==> config.mk <==
export PLATFORM = sky130hd
export DESIGN_NAME = usb_ep_hs_top
export DESIGN_NICKNAME = d
export VERILOG_FILES = /design/src/rtl/usb_ephs_pkg.sv /design/src/rtl/usb_ep_slot.sv /design/src/rtl/usb_ep_irq.sv /design/src/rtl/usb_ep_hs_top.sv
export SDC_FILE = /design/constraint.sdc
export NUM_CORES = 1
export LEC_CHECK = 0
export ABC_AREA = 0
export BUFFER_PORTS_ARGS = -buffer_cell sky130_fd_sc_hd__buf_2
export CORE_ASPECT_RATIO = 1.5
export CORE_MARGIN = 4
export CORE_UTILIZATION = 35
export CTS_CLUSTER_DIAMETER = 40
export DETAILED_ROUTE_END_ITERATION = 16
export SLEW_MARGIN = 20
export SYNTH_ARGS = -nofsm -noshare
export SYNTH_HDL_FRONTEND = slang
export SYNTH_SLANG_ARGS = --single-unit
==> constraint.sdc <==
create_clock -name clk -period 1 [get_ports clk]
set_input_delay 0.15 -clock clk [delete_from_list [all_inputs] [get_ports clk]]
set_output_delay 0.15 -clock clk [all_outputs]
set_load 0.1 [all_outputs]
==> src/rtl/usb_ephs_pkg.sv <==
package usb_ephs_pkg;

    typedef enum logic [1:0] {
        TK_OUT   = 2'd0,
        TK_IN    = 2'd1,
        TK_SETUP = 2'd2
    } tok_kind_e;

    typedef enum logic [1:0] {
        EP_CTRL = 2'd0,
        EP_ISO  = 2'd1,
        EP_BULK = 2'd2,
        EP_INTR = 2'd3
    } ep_type_e;

    typedef enum logic [1:0] {
        HS_ACK   = 2'd0,
        HS_NAK   = 2'd1,
        HS_STALL = 2'd2
    } hs_kind_e;

    localparam int IE_BITS = 3;

    typedef struct packed {
        logic ie_nak_out;
        logic ie_nak_in;
        logic ie_stall_sent;
        logic toggle;
        logic nak_out;
        logic nak_in;
        logic stall_sent;
        logic stall_req;
    } ep_state_t;

endpackage

==> src/rtl/usb_ep_slot.sv <==
module usb_ep_slot
    import usb_ephs_pkg::*;
(
    input  logic                clk,
    input  logic                rst_n,
    input  logic                bus_rst,
    input  logic [1:0]          ep_type,
    input  logic                tok_hit,
    input  logic [1:0]          tok_kind,
    input  logic                dat_hit,
    input  logic                dat_data1,
    input  logic                dat_accept,
    input  logic                hs_hit,
    input  logic [1:0]          hs_kind,
    input  logic                hs_in,
    input  logic                fw_hit,
    input  logic                fw_arm_stall,
    input  logic                fw_clr_stall,
    input  logic                fw_clr_stall_sent,
    input  logic                fw_clr_nak_in,
    input  logic                fw_clr_nak_out,
    input  logic                fw_ep_reset,
    input  logic                fw_ie_wr,
    input  logic [IE_BITS-1:0]  fw_ie,
    output ep_state_t           state_q,
    output logic                stall_hit
);

    ep_state_t state_d;

    logic setup_ctrl;
    logic hs_stall, hs_nak_in, hs_nak_out;
    logic fw_arm, fw_clr_req, fw_clr_ss, fw_clr_ni, fw_clr_no, fw_rst_ep;

    always_comb begin
        setup_ctrl = tok_hit && (tok_kind == TK_SETUP) && (ep_type == EP_CTRL);
        hs_stall   = hs_hit && (hs_kind == HS_STALL);
        hs_nak_in  = hs_hit && (hs_kind == HS_NAK) && hs_in;
        hs_nak_out = hs_hit && (hs_kind == HS_NAK) && !hs_in;
        fw_arm     = fw_hit && fw_arm_stall;
        fw_clr_req = fw_hit && fw_clr_stall;
        fw_clr_ss  = fw_hit && fw_clr_stall_sent;
        fw_clr_ni  = fw_hit && fw_clr_nak_in;
        fw_clr_no  = fw_hit && fw_clr_nak_out;
        fw_rst_ep  = fw_hit && fw_ep_reset;

        // Token answered with STALL: armed, not isochronous, not a control SETUP
        stall_hit = tok_hit && state_q.stall_req && (ep_type != EP_ISO) && !setup_ctrl;

        state_d = state_q;

        // Stall request: firmware arm dominates both clear sources
        state_d.stall_req = (state_q.stall_req && !fw_clr_req && !setup_ctrl) || fw_arm;

        // Sticky status: hardware set dominates firmware clear
        state_d.stall_sent = (state_q.stall_sent && !fw_clr_ss) || hs_stall;
        state_d.nak_in     = (state_q.nak_in     && !fw_clr_ni) || hs_nak_in;
        state_d.nak_out    = (state_q.nak_out    && !fw_clr_no) || hs_nak_out;

        // Toggle
        if (fw_rst_ep)
            state_d.toggle = 1'b0;
        if (setup_ctrl)
            state_d.toggle = 1'b1;
        if (dat_hit && dat_accept)
            state_d.toggle = !dat_data1;

        if (fw_hit && fw_ie_wr) begin
            state_d.ie_stall_sent = fw_ie[0];
            state_d.ie_nak_in     = fw_ie[1];
            state_d.ie_nak_out    = fw_ie[2];
        end

        if (bus_rst)
            state_d = '0;
    end

    always_ff @(posedge clk or negedge rst_n) begin
        if (!rst_n)
            state_q <= '0;
        else
            state_q <= state_d;
    end

    a_r1_bus_reset_clears: assert property (@(posedge clk) disable iff (!rst_n)
        bus_rst |=> (state_q == '0));

    a_r4_stall_sent_cause: assert property (@(posedge clk) disable iff (!rst_n)
        $rose(state_q.stall_sent) |-> $past(hs_hit && (hs_kind == HS_STALL)));

    a_r5_setup_drops_request: assert property (@(posedge clk) disable iff (!rst_n)
        (setup_ctrl && !fw_arm) |=> !state_q.stall_req);

    a_r6_reject_keeps_toggle: assert property (@(posedge clk) disable iff (!rst_n)
        (dat_hit && !dat_accept && !fw_rst_ep && !setup_ctrl && !bus_rst)
            |=> $stable(state_q.toggle));

    a_r8_nak_in_sticky: assert property (@(posedge clk) disable iff (!rst_n)
        (state_q.nak_in && !fw_clr_ni && !bus_rst) |=> state_q.nak_in);

    a_r8_nak_out_sticky: assert property (@(posedge clk) disable iff (!rst_n)
        (state_q.nak_out && !fw_clr_no && !bus_rst) |=> state_q.nak_out);

endmodule

==> src/rtl/usb_ep_irq.sv <==
module usb_ep_irq
    import usb_ephs_pkg::*;
#(
    parameter int SLOTS = 4
) (
    input  logic      clk,
    input  logic      rst_n,
    input  ep_state_t slot_q [SLOTS],
    output logic      irq
);

    logic [SLOTS-1:0] slot_req;
    logic [SLOTS-1:0] slot_any_ie;

    for (genvar i = 0; i < SLOTS; i++) begin : g_term
        assign slot_req[i] = (slot_q[i].stall_sent && slot_q[i].ie_stall_sent)
                           | (slot_q[i].nak_in     && slot_q[i].ie_nak_in)
                           | (slot_q[i].nak_out    && slot_q[i].ie_nak_out);
        assign slot_any_ie[i] = slot_q[i].ie_stall_sent | slot_q[i].ie_nak_in
                              | slot_q[i].ie_nak_out;
    end

    assign irq = |slot_req;

    a_r9_masked_quiet: assert property (@(posedge clk) disable iff (!rst_n)
        (slot_any_ie == '0) |-> !irq);

endmodule

==> src/rtl/usb_ep_hs_top.sv <==
module usb_ep_hs_top
    import usb_ephs_pkg::*;
#(
    parameter int NUM_EP = 4,
    localparam int EPW = (NUM_EP > 1) ? $clog2(NUM_EP) : 1
) (
    input  logic               clk,
    input  logic               rst_n,
    input  logic               bus_rst,
    input  logic [EPW-1:0]     ev_ep,
    input  logic [1:0]         ev_type,
    input  logic               tok_valid,
    input  logic [1:0]         tok_kind,
    output logic               stall_resp,
    input  logic               dat_valid,
    input  logic               dat_data1,
    input  logic               dat_accept,
    input  logic               hs_valid,
    input  logic [1:0]         hs_kind,
    input  logic               hs_in,
    input  logic [EPW-1:0]     fw_ep,
    input  logic               fw_arm_stall,
    input  logic               fw_clr_stall,
    input  logic               fw_clr_stall_sent,
    input  logic               fw_clr_nak_in,
    input  logic               fw_clr_nak_out,
    input  logic               fw_ep_reset,
    input  logic               fw_ie_wr,
    input  logic [2:0]         fw_ie,
    input  logic [EPW-1:0]     rd_ep,
    output logic               rd_stall_req,
    output logic               rd_stall_sent,
    output logic               rd_nak_in,
    output logic               rd_nak_out,
    output logic               rd_toggle,
    output logic               irq
);

    localparam int EP_SLOTS = 2 ** EPW;

    ep_state_t           slot_q [EP_SLOTS];
    logic [EP_SLOTS-1:0] slot_stall;

    for (genvar i = 0; i < EP_SLOTS; i++) begin : g_ep
        localparam logic [EPW-1:0] IDX = EPW'(i);
        if (i < NUM_EP) begin : g_live
            usb_ep_slot u_slot (
                .clk               (clk),
                .rst_n             (rst_n),
                .bus_rst           (bus_rst),
                .ep_type           (ev_type),
                .tok_hit           (tok_valid && (ev_ep == IDX)),
                .tok_kind          (tok_kind),
                .dat_hit           (dat_valid && (ev_ep == IDX)),
                .dat_data1         (dat_data1),
                .dat_accept        (dat_accept),
                .hs_hit            (hs_valid && (ev_ep == IDX)),
                .hs_kind           (hs_kind),
                .hs_in             (hs_in),
                .fw_hit            (fw_ep == IDX),
                .fw_arm_stall      (fw_arm_stall),
                .fw_clr_stall      (fw_clr_stall),
                .fw_clr_stall_sent (fw_clr_stall_sent),
                .fw_clr_nak_in     (fw_clr_nak_in),
                .fw_clr_nak_out    (fw_clr_nak_out),
                .fw_ep_reset       (fw_ep_reset),
                .fw_ie_wr          (fw_ie_wr),
                .fw_ie             (fw_ie),
                .state_q           (slot_q[i]),
                .stall_hit         (slot_stall[i])
            );
        end else begin : g_absent
            assign slot_q[i]     = '0;
            assign slot_stall[i] = 1'b0;
        end
    end

    assign stall_resp = |slot_stall;

    ep_state_t rd_state;
    always_comb begin
        rd_state      = slot_q[rd_ep];
        rd_stall_req  = rd_state.stall_req;
        rd_stall_sent = rd_state.stall_sent;
        rd_nak_in     = rd_state.nak_in;
        rd_nak_out    = rd_state.nak_out;
        rd_toggle     = rd_state.toggle;
    end

    usb_ep_irq #(.SLOTS(EP_SLOTS)) u_irq (
        .clk    (clk),
        .rst_n  (rst_n),
        .slot_q (slot_q),
        .irq    (irq)
    );

    a_r3_iso_never_stalled: assert property (@(posedge clk) disable iff (!rst_n)
        (tok_valid && (ev_type == EP_ISO)) |-> !stall_resp);

    a_r2_stall_needs_token: assert property (@(posedge clk) disable iff (!rst_n)
        stall_resp |-> tok_valid);

endmodule

# Yosys cells after proc, flatten, opt, wreduce, memory -nomap -nowiden
# Cells that the tools add are included.
# classes
addsub	0
n_mul	0
div	0
order_cmp	1
n_eq_ne	10
n_shift	0
n_mux	23
n_bitwise	9
n_reduce_logical	163
# op_table
op	n
$logic_and A1 B1 Y1	112
$mux W8	4
$logic_not A1 Y1	22
$bmux W8 S2	1
$logic_or A1 B1 Y1	16
$reduce_bool A4 Y1	4
$eq A2 B2 Y1 const B	6
$mux W1	12
$mux W3	4
$mux W5	2
$or A1 B1 Y1	8
$reduce_bool A2 Y1	4
$reduce_or A4 Y1	2
$eq A2 B1 Y1 const B	3
$logic_not A2 Y1	3
$ge A3 B3 Y1 const B	1
$not A2 Y3	1
$ne A2 B1 Y1 const B	1
# word_totals
reg_bits	32
latchBits	0
ramBits	0
mem_bits_ro	0
in_bits	31
out_inout_bits	7
elab_cells	238
memories	0

# Longest topological paths before layout
# depth
depth_word	8
depth_mapped	5
ltp_nobuf	3

# Hierarchy
# Synthesis repeated with hierarchy kept, for this count alone.
# unflattened
cells_unflattened	212
hier_area_um2	1988.2
# by_module_without_submodules
module	n_inst	cells_per_inst	area_each_um2	seq_area_each_um2
usb_ep_slot	4	45	414.1	200.2
usb_ep_hs_top	1	25	255.2	0.0
usb_ep_irq	1	7	76.3	0.0

# Worst setup path after synthesis
# Ideal clock, no wire load.
# synth_path
kind	register to output
from	reg g_ep[1].g_live.u_slot.state_q[7] in the netlist's numbering
to	out irq
t_arrival_ns	1.552
setup_slack_ns	-0.702
stages_incl_launch_ff	4
path_buffers	0
path_cell_list	dfrtp_1 -> a22o_1 -> a221oi_1 -> nand3_1
# synth_between
elab_chain_cells	3
# synth_lines
element	line	rtl
start: declaration	usb_ep_slot.sv:25	output ep_state_t state_q,
start signal: assignment	usb_ep_slot.sv:82	state_q <= state_d;
$logic_and A1 B1 Y1	usb_ep_irq.sv:18	| (slot_q[i].nak_out && slot_q[i].ie_nak_out);
$or A1 B1 Y1	usb_ep_irq.sv:18	
$reduce_or A4 Y1	usb_ep_irq.sv:23	assign irq = |slot_req;
end: declaration	usb_ep_hs_top.sv:36	output logic irq
# Every way passes these cells.

# Worst setup path after layout
# layout_path
from	reg g_ep[3].g_live.u_slot.state_q[0] in the netlist's numbering
to	out stall_resp
# layout_between
elab_chain_cells	4
# layout_lines
element	line	rtl
start: declaration	usb_ep_slot.sv:25	
start signal: assignment	usb_ep_slot.sv:82	
$logic_and A1 B1 Y1 (3 in a row)	usb_ep_slot.sv:48	stall_hit = tok_hit && state_q.stall_req && (ep_type != EP_ISO) && !setup_ctrl;
$reduce_or A4 Y1	usb_ep_hs_top.sv:78	assign stall_resp = |slot_stall;
end: declaration	usb_ep_hs_top.sv:14	output logic stall_resp,
# Every way passes these cells.

==> metrics <==
routed length per instance=16.1 µm; drc violations=0; RSZ-0062 raised after global routing=true; Synth Net Count=205; I/O pins=38; CTS tree=done; crit start category=register; Synth Flop Type=dfrtp_1; area grow syn2layout=39.3%; Worst EP required=0.85 ns; Rel. slew slack=77.6%; first-pass GRT wire length=roughly 8000 µm; Worst Tran Pin Value=around 0.33 ns; synth cell count leaders=dfrtp_1 (32), nor2_1 (22), mux2i_1 (12); Total Routing Usage GR=between 10% and 20%; most numerous cell in the Yosys netlist=dfrtp_1; Placeable Area=4930 µm²; Syn. warnings=0; DR vias=1625; vias per cell=5.23; WP data arrival=1.50 ns; drt total wl=4990 µm; Worst Skew=0 ns; Final Cycle Share=165%; number of synthesized flops with an enable pin=0; register share of total power=43.1%; Synth top area share=between 40% and 50%; Psw=0.836 mW; VDD IR max=0.643 mV; CTS Buf Count=5; DRT iter0 DRCs=74; clk buf depth=2; drt pass-1 iters=4; failing checks=negative setup slack; ys async rst share=100%; clk_lat worst skew=0.28 ns; IO buf count=37; CP max stage delay=0.49 ns; Internal=2.30 mW; Die Ht=between 90 and 100 µm; ranking of synthesized cells by area=dfrtp_1 (44%), mux4_2 (7.5%), mux2i_1 (6.7%); Worst setup EP type=output pin; Power Dens Cells=around 1300 nW/µm²; Leak=approximately 1.2 nW; initial antenna violation count=0; cells along the critical path=mux4_2 -> o211a_4 -> buf_12; clock network power share=39.6%; Highest Clock Rate=607 MHz; slowest CP cell=mux4_2; CP Class=register to output pin; syn avg cell area=around 10 µm²; Crit path buffers/inverters=1; Gate power share=17.3%; number of global-route vias before repair=1585; starting density of the core=36.6%; Die ar.=between 6000 and 7000 µm²; clock sink total=32; GRT Residual Overflow=0; H-tree depth=2; max reg flops=32; worst setup margin=-0.647 ns; gpl congestion=0.809; Max Slew Vio Count=0; CP max FO=3; switching share of power=approximately a quarter; worst hold margin=~0.16 ns; antenna viol nets, final=0; Total Power=3.14 mW; Worst path top cell family by delay=multiplexers; Die X=approximately 67 µm; Reg clk slew, reported paths=0.07 ns; flops & latches, synth=32; Synth area leader=dfrtp_1; Gate Count Post-Synth=174; layout cells sized above 1=39.2%; hold crit path type=input pin to register; biggest regs=g_ep.g_live.u_slot.state_q x32; synthesized area=around 1800 µm²; final hold violation count=0; pin count of the biggest net entering global routing=33; row count=31; status=finished with violations; Yosys cell types=39; max-cap viol count=0; Clock Root Buffer=clkbuf_8; Tmin final=1.65 ns; n_diodes=0; register area share after synthesis=44.5%; largest reg by FF count=g_ep.g_live.u_slot.state_q; # nets final=roughly 280; DP HPWL=between 3000 and 4000 µm; # setup viols final=7
## metrics by stage
step | setup WS (ns) | cell area, µm² | TNS, ns | utilization, % | std cells
floorplan | -0.291 | 1840 | -1.84 | - | 174
global placement | -0.420 | 2310 | -3.93 | 46.9 | 300
detailed placement | -0.455 | 2310 | -4.09 | 46.9 | 300
CTS | -0.663 | 2500 | -4.13 | 50.7 | 310
global route | -0.690 | 2510 | -4.33 | 50.9 | 311
finish | -0.647 | 2510 | -4.02 | 50.9 | 311
## worst register-to-register path, cell delays in order (launching register included)
cell and delay (ns):
dfrtp_1 0.36, buf_4 0.12, a21oi_1 0.05, a211oi_1 0.25
## layout by cell type, fill, tap and decap left out, types with 2 or more instances in the layout
| cell | Yosys | layout |
|---|---|---|
| buf_4 | 4 | 33 |
| dfrtp_1 | 32 | 32 |
| buf_2 | 1 | 30 |
| nor2_1 | 22 | 22 |
| mux2i_1 | 12 | 12 |
| nand3b_1 | 10 | 10 |
| nand2_1 | 9 | 9 |
| a21oi_1 | 7 | 7 |
| a22oi_1 | 6 | 6 |
| inv_1 | 6 | 6 |
| o21ai_0 | 6 | 6 |
| mux4_2 | 6 | 6 |
| nand3_1 | 7 | 6 |
| clkbuf_8 | 0 | 5 |
| buf_6 | 0 | 5 |
| a211oi_1 | 4 | 4 |
| o311ai_1 | 3 | 3 |
| nor3_1 | 3 | 3 |
| o32ai_1 | 3 | 3 |
| a32oi_1 | 3 | 3 |
| a22o_1 | 3 | 3 |
| a221oi_2 | 0 | 3 |
| buf_12 | 0 | 3 |
| inv_2 | 2 | 2 |
| nand2b_1 | 2 | 2 |
## kinds of logic (layout without fill, tap and decap cells)
| kind of cell | after synthesis | after routing | share of synthesized area [%] |
|---|---|---|---|
| and+or+nand+nor | 63 | 63 | 19.1 |
| AOI/OAI and AO/OA | 44 | 44 | 17.8 |
| DFF | 32 | 32 | 44.5 |
| muxes | 18 | 18 | 14.2 |
| buffers and inverters | 17 | 88 | 4.45 |
## power by group through the flow
stage / combinational (mW) / sequential (mW) / clock, mW
after global placement: 0.518 / 1.38 / 0
after floorplan: 0.273 / 1.37 / 0
final: 0.542 / 1.35 / 1.25
after detailed placement: 0.521 / 1.38 / 0
after CTS: 0.544 / 1.35 / 1.28
after global routing: 0.593 / 1.36 / 1.34
## worst paths after layout
check	end	from	cells past startpoint	slack (ns)
worst max-delay path	stall_resp	g_ep[3].g_live.u_slot.state_q[0]	3	-0.65
worst min-delay path	g_ep[1].g_live.u_slot.state_q[5]	fw_ie[0]	3	0.16
worst max register to register	g_ep[2].g_live.u_slot.state_q[4]	g_ep[2].g_live.u_slot.state_q[4]	3	0.11
worst min register to register	g_ep[1].g_live.u_slot.state_q[5]	g_ep[1].g_live.u_slot.state_q[5]	2	0.53
max in group asynchronous	g_ep[2].g_live.u_slot.state_q[3]	rst_n	3	0.47
min in group asynchronous	g_ep[0].g_live.u_slot.state_q[4]	rst_n	3	0.35
## repair_timing
action | in CTS | in global routing
pin swaps | 0 | 0
gates resized for setup | 18 | 0
hold buffers | 1 | 0
hold endpoints to repair | 32 | 0
setup endpoints to repair | 7 | 7
buffers inserted | 1 | 1
## layout make-up
class	count	area (µm²)
clock buffers	5	68.8
clock inverters	3	42.5
flip-flops and latches	32	801
multi-input cells	125	958
inverters	8	30.0
well taps	66	82.6
repair buffers	72	524
fillers	471	2420
## routing by layer
metal	wire, µm	track usage (%)
met1	1970	19.5
met2	2750	30.8
met3	162	2.69
met4	114	7.46
met5	0	0
No activity file was read; power rests on OpenSTA's default activity.
